$ cat config.mk
export PLATFORM = sky130hd
export DESIGN_NAME = lenpred_top
export DESIGN_NICKNAME = d
export VERILOG_FILES = /design/src/rtl/lenpred_pkg.sv /design/src/rtl/lenpred_index.sv /design/src/rtl/lenpred_qualify.sv /design/src/rtl/lenpred_table.sv /design/src/rtl/lenpred_flag.sv /design/src/rtl/lenpred_top.sv
export SDC_FILE = /design/constraint.sdc
export NUM_CORES = 2
export LEC_CHECK = 0
export BUFFER_PORTS_ARGS = -buffer_cell sky130_fd_sc_hd__buf_2
export CAP_MARGIN = 20
export CORE_MARGIN = 4
export CORE_UTILIZATION = 45
export DETAILED_ROUTE_END_ITERATION = 7
export HOLD_SLACK_MARGIN = 0.06
export SLEW_MARGIN = 10
export SYNTH_ARGS = -nofsm -noshare
export SYNTH_HDL_FRONTEND = slang
export SYNTH_HIERARCHICAL = 1
export SYNTH_SLANG_ARGS = --single-unit
$ cat constraint.sdc
create_clock -name clk -period 4.25 [get_ports clk]
set_clock_uncertainty 0.1 [all_clocks]
set_input_delay 0.6375 -clock clk [delete_from_list [all_inputs] [get_ports clk]]
set_output_delay 0.6375 -clock clk [all_outputs]
set_load 0.01 [all_outputs]
$ cat src/rtl/lenpred_pkg.sv
package lenpred_pkg;

   // Classification of an incoming update
   typedef enum logic [1:0] {
      UPD_IDLE   = 2'd0,
      UPD_TRAIN  = 2'd1,
      UPD_REJECT = 2'd2
   } upd_kind_e;

   function automatic logic len_fits(input logic [15:0] len, input int unsigned max_len);
      return (32'(len) <= max_len);
   endfunction

endpackage

$ cat src/rtl/lenpred_index.sv
module lenpred_index #(
   parameter int unsigned PC_W    = 32,
   parameter int unsigned IDX_LSB = 2,
   parameter int unsigned IDX_W   = 8,
   parameter int unsigned TAG_W   = 6,
   localparam int unsigned TS     = (TAG_W > 0) ? TAG_W : 1
) (
   input  logic [PC_W-1:0]  pc,
   output logic [IDX_W-1:0] idx,
   output logic [TS-1:0]    tag
);

   assign idx = IDX_W'(pc >> IDX_LSB);

   generate
      if (TAG_W > 0) begin : g_tagged
         assign tag = TS'(pc >> (IDX_LSB + IDX_W));
      end else begin : g_untagged
         assign tag = '0;
      end
   endgenerate

endmodule

$ cat src/rtl/lenpred_qualify.sv
module lenpred_qualify
   import lenpred_pkg::*;
#(
   parameter int unsigned LEN_W   = 8,
   parameter int unsigned MAX_LEN = 128
) (
   input  logic             upd_valid,
   input  logic             upd_varlen,
   input  logic [LEN_W-1:0] upd_len,
   input  logic             pred_hit,
   input  logic [LEN_W-1:0] pred_len,
   output upd_kind_e        kind,
   output logic             wr_en,
   output logic             wrong_now
);

   logic in_range;

   assign in_range = len_fits(16'(upd_len), MAX_LEN);

   always_comb begin
      kind = UPD_IDLE;
      if (upd_valid && upd_varlen) begin
         kind = in_range ? UPD_TRAIN : UPD_REJECT;
      end
   end

   assign wr_en     = (kind == UPD_TRAIN);
   assign wrong_now = wr_en && pred_hit && (pred_len != upd_len);

endmodule

$ cat src/rtl/lenpred_table.sv
module lenpred_table #(
   parameter int unsigned IDX_W = 8,
   parameter int unsigned TAG_W = 6,
   parameter int unsigned LEN_W = 8,
   localparam int unsigned DEPTH = 1 << IDX_W,
   localparam int unsigned TS    = (TAG_W > 0) ? TAG_W : 1
) (
   input  logic             clk,
   input  logic             rst,
   input  logic [IDX_W-1:0] rd_idx,
   input  logic [TS-1:0]    rd_tag,
   output logic             rd_hit,
   output logic [LEN_W-1:0] rd_len,
   input  logic             wr_en,
   input  logic [IDX_W-1:0] wr_idx,
   input  logic [TS-1:0]    wr_tag,
   input  logic [LEN_W-1:0] wr_len
);

   logic [DEPTH-1:0] vld_q;
   logic [LEN_W-1:0] len_q [DEPTH];
   logic             tag_ok;

   always_ff @(posedge clk) begin
      if (rst) begin
         vld_q <= '0;
      end else if (wr_en) begin
         vld_q[wr_idx] <= 1'b1;
      end
   end

   always_ff @(posedge clk) begin
      if (wr_en) begin
         len_q[wr_idx] <= wr_len;
      end
   end

   generate
      if (TAG_W > 0) begin : g_tag_store
         logic [TS-1:0] tag_q [DEPTH];
         always_ff @(posedge clk) begin
            if (wr_en) begin
               tag_q[wr_idx] <= wr_tag;
            end
         end
         assign tag_ok = (tag_q[rd_idx] == rd_tag);
      end else begin : g_no_tag
         logic unused_tag;
         assign unused_tag = ^{rd_tag, wr_tag};
         assign tag_ok = 1'b1;
      end
   endgenerate

   assign rd_hit = vld_q[rd_idx] && tag_ok;
   assign rd_len = rd_hit ? len_q[rd_idx] : '0;

endmodule

$ cat src/rtl/lenpred_flag.sv
module lenpred_flag (
   input  logic clk,
   input  logic rst,
   input  logic set_now,
   output logic pulse
);

   always_ff @(posedge clk) begin
      if (rst) begin
         pulse <= 1'b0;
      end else begin
         pulse <= set_now;
      end
   end

endmodule

$ cat src/rtl/lenpred_top.sv
module lenpred_top
   import lenpred_pkg::*;
#(
   parameter int unsigned PC_W    = 32,
   parameter int unsigned IDX_LSB = 2,
   parameter int unsigned IDX_W   = 8,
   parameter int unsigned TAG_W   = 6,
   parameter int unsigned LEN_W   = 8,
   parameter int unsigned MAX_LEN = 128
) (
   input  logic             clk,
   input  logic             rst,
   input  logic [PC_W-1:0]  lk_pc,
   output logic             lk_hit,
   output logic [LEN_W-1:0] lk_len,
   input  logic             upd_valid,
   input  logic [PC_W-1:0]  upd_pc,
   input  logic [LEN_W-1:0] upd_len,
   input  logic             upd_varlen,
   input  logic             upd_pred_hit,
   input  logic [LEN_W-1:0] upd_pred_len,
   output logic             mispredict
);

   localparam int unsigned TS = (TAG_W > 0) ? TAG_W : 1;

   // Elaboration-time parameter checks
   generate
      if (IDX_LSB + IDX_W + TAG_W > PC_W) begin : g_bad_split
         $error("lenpred_top: index and tag exceed the address width");
      end
      if (MAX_LEN >= (1 << LEN_W)) begin : g_bad_len
         $error("lenpred_top: MAX_LEN does not fit LEN_W");
      end
      if (IDX_W < 1 || IDX_W > 12) begin : g_bad_depth
         $error("lenpred_top: IDX_W out of supported range");
      end
   endgenerate

   logic [IDX_W-1:0] lk_idx, up_idx;
   logic [TS-1:0]    lk_tag, up_tag;
   upd_kind_e        kind;
   logic             wr_en, wrong_now;

   lenpred_index #(.PC_W(PC_W), .IDX_LSB(IDX_LSB), .IDX_W(IDX_W), .TAG_W(TAG_W)) u_lk_index (
      .pc (lk_pc),
      .idx(lk_idx),
      .tag(lk_tag)
   );

   lenpred_index #(.PC_W(PC_W), .IDX_LSB(IDX_LSB), .IDX_W(IDX_W), .TAG_W(TAG_W)) u_up_index (
      .pc (upd_pc),
      .idx(up_idx),
      .tag(up_tag)
   );

   lenpred_qualify #(.LEN_W(LEN_W), .MAX_LEN(MAX_LEN)) u_qualify (
      .upd_valid(upd_valid),
      .upd_varlen(upd_varlen),
      .upd_len(upd_len),
      .pred_hit(upd_pred_hit),
      .pred_len(upd_pred_len),
      .kind(kind),
      .wr_en(wr_en),
      .wrong_now(wrong_now)
   );

   lenpred_table #(.IDX_W(IDX_W), .TAG_W(TAG_W), .LEN_W(LEN_W)) u_table (
      .clk(clk),
      .rst(rst),
      .rd_idx(lk_idx),
      .rd_tag(lk_tag),
      .rd_hit(lk_hit),
      .rd_len(lk_len),
      .wr_en(wr_en),
      .wr_idx(up_idx),
      .wr_tag(up_tag),
      .wr_len(upd_len)
   );

   lenpred_flag u_flag (
      .clk(clk),
      .rst(rst),
      .set_now(wrong_now),
      .pulse(mispredict)
   );

endmodule

==> results.py <==
metrics = {
    "status": {
        "status": "finished, violations left",
        "violations": "setup timing",
    },
    "synth": {
        "yosys_warnings": 6,
        "syn_area_per_cell_um2": 20.5,
        "netlist_area_um2": 147000,
        "synth_nets": 7266,
        "synth_cells": 7181,
    },
    "floorplan": {
        "die_area_um2": 336000,
        "die_y_um": 580,
        "core_area_um2": 325000,
        "start_util": 0.453,
        "io_pins": 95,
        "die_w_um": 580,
        "std_cell_rows": 209,
    },
    "global_route": {
        "grt_pass1_wl_mm": 605,
        "grt_start_max_net_pins": 132,
        "antenna_found_initial": 33,
        "grt_overflow": 0,
        "grt_pass1_vias": 77900,
        "grt_usage": 0.252,
    },
    "final_layout": {
        "fill_cells": 24800,
        "final_cell_mix": "edfxtp_1 (3584), mux4_2 (886), buf_4 (774)",
        "final_common_cell": "edfxtp_1",
        "final_nets": 8309,
        "drive_above_1_share": 0.315,
        "utilization": 0.538,
        "area_growth_pct": 18.7,
    },
    "drt": {
        "antenna_left": 0,
        "drc": 0,
        "dr.pass1.iters": 5,
        "drt_iter0_drc": 10500,
        "drt_wl_total_mm": 431,
        "wl_per_cell_um": 33.4,
        "via_per_inst": 6.12,
        "vias": 79000,
    },
    "placement": {
        "port_buffers": 58,
        "dp.final_hpwl_mm": 278,
        "gp_congestion": 0.911,
        "place_ws_ns": -1.37,
    },
    "clock_tree": {
        "clk_latency_ns": 0.93,
        "tritoncts.num_buffers": 389,
        "clk_pin_slew_worst_paths_ns": 0.06,
        "cts_root_buf": "clkbuf_16",
        "cts_tree": "built",
        "h-tree-depth": 5,
        "cts_max_path_buffers": 4,
        "cts_sinks": 3841,
    },
    "critical_path": {
        "worstPathMaxFanout": 10,
        "crit_type": "in2out",
        "cpPeakStageDelay_ns": 0.77,
        "end_kind": "output pin",
        "critical-path-top-delay-family": "simple AND/OR/NAND/NOR gates",
        "cp_common_cell": "buf_2",
        "start_kind": "input pin",
        "ff2ff_setup_slack_ns": 3.50,
        "worstPathRequired_ns": 3.51,
        "slowest_stage": "or4b_4",
        "crit_chain": "buf_2, buf_12, buf_4, nand3b_1, o22ai_1, nor2_1, o311ai_1, a22oi_2, a31oi_2, or4b_4, nor4_4, buf_2",
        "arrival_ns": 4.33,
        "crit_buf_inv": 4,
    },
    "sta": {
        "relSlewSlack": 0.262,
        "setup_violations": 9,
        "hold_violations": 0,
        "min_period_over_period": 1.19,
        "rsz0062_at_grt": "yes",
        "setup_slack_ns": -0.821,
        "slew_violations": 0,
        "fmax_ghz": 0.197,
        "worstMarginPinSlew_ns": 1.10,
        "period_minus_slack_ns": 5.07,
    },
    "power": {
        "p_sw_mw": 17.4,
        "internal-power_mw": 62.6,
        "pwr-share-comb": 0.057,
        "leakage_nw": 56.5,
        "vdd_drop_max_mv": 0.395,
        "power_density_nw_per_um2": 457,
        "sw_frac_of_total": 0.217,
        "seqPwrFrac": 0.517,
        "clockPowerShare": 0.426,
    },
    "worst_hold_path": {
        "hold_class": "in2reg",
    },
    "flow_run": {
        "cap_violations": 0,
    },
}
-- metrics by stage --
| step | instances | area, µm² | hold WS (ns) | TNS (ns) | total power, mW |
|---|---|---|---|---|---|
| 4_1_cts | 12900 | 174000 | 0.0786 | -7.10 | 80.4 |
| 6_report | 12900 | 175000 | 0.0971 | -7.00 | 80.0 |
| 5_1_grt | 12900 | 175000 | 0.0880 | -7.29 | 82.3 |
| 2_1_floorplan | 7181 | 147000 | 0.335 | -0.612 | 44.2 |
| 3_3_place_gp | 12100 | 161000 | 0.344 | -18.08 | 46.5 |
| 3_5_place_dp | 12100 | 161000 | 0.356 | -11.59 | 46.5 |
-- worst register-to-register path, delay by kind of cell, from the launching register on --
family	cells	cell delay, ns
flops	1	0.32
simple gates	2	0.19
-- layout make-up --
| type | count | area [µm²] | share of cell area |
|---|---|---|---|
| inverters | 8 | 30.0 | 0.000172 |
| clock buffers | 507 | 10500 | 0.0603 |
| diodes | 20 | 50.0 | 0.000286 |
| flip-flops and latches | 3841 | 113000 | 0.645 |
| repair buffers | 1097 | 11500 | 0.0655 |
| multi-input cells | 2887 | 32400 | 0.185 |
| clock inverters | 219 | 2210 | 0.0126 |
| well taps | 4325 | 5410 | 0.0310 |
-- power groups by stage --
stage	Combinational, mW	Sequential (mW)	Clock [mW]
floorplan	2.08	42.1	0
global placement	4.34	42.1	0
detailed placement	4.40	42.1	0
CTS	4.48	41.3	34.6
global route	4.71	41.3	36.2
finish	4.55	41.3	34.1
-- sequential cells by signal, summed over array words and instances, names as in the netlist --
name,flops
u_flag/pulse,1
u_table/g_tag_store.tag_q,1536
u_table/len_q,2048
u_table/vld_q,256
-- worst paths after layout --
| path | start | to | depth (start not counted) |
|---|---|---|---|
| min reg2reg | u_table/vld_q[62]$_SDFFE_PP0P_ | u_table/vld_q[62]$_SDFFE_PP0P_ | 2 |
| max reg2reg | u_table/vld_q[128]$_SDFFE_PP0P_ | u_table/vld_q[128]$_SDFFE_PP0P_ | 2 |
| min | upd_len[2] | u_table/len_q[66][2]$_DFFE_PP_ | 2 |
| max | lk_pc[7] | lk_len[6] | 12 |
-- timing repair --
item	CTS	global route
pin swaps	14	4
hold buffers	6	0
gates resized for setup	42	33
cloned	1	2
setup buffers	2	8
endpoints found under the setup margin	9	9
hold endpoints to repair	46	0
-- layer usage --
metal  share of wire  vias up  routed length [µm]  track usage
met3           0.093      736               40100       0.0478
met4           0.045        4               19500       0.0974
li1                -    31800                   -            -
met2            0.46     4115              200000        0.387
met5        0.000070        -                  30            0
met1            0.40    42300              171000        0.360
Power figures use the tool's default switching activity.
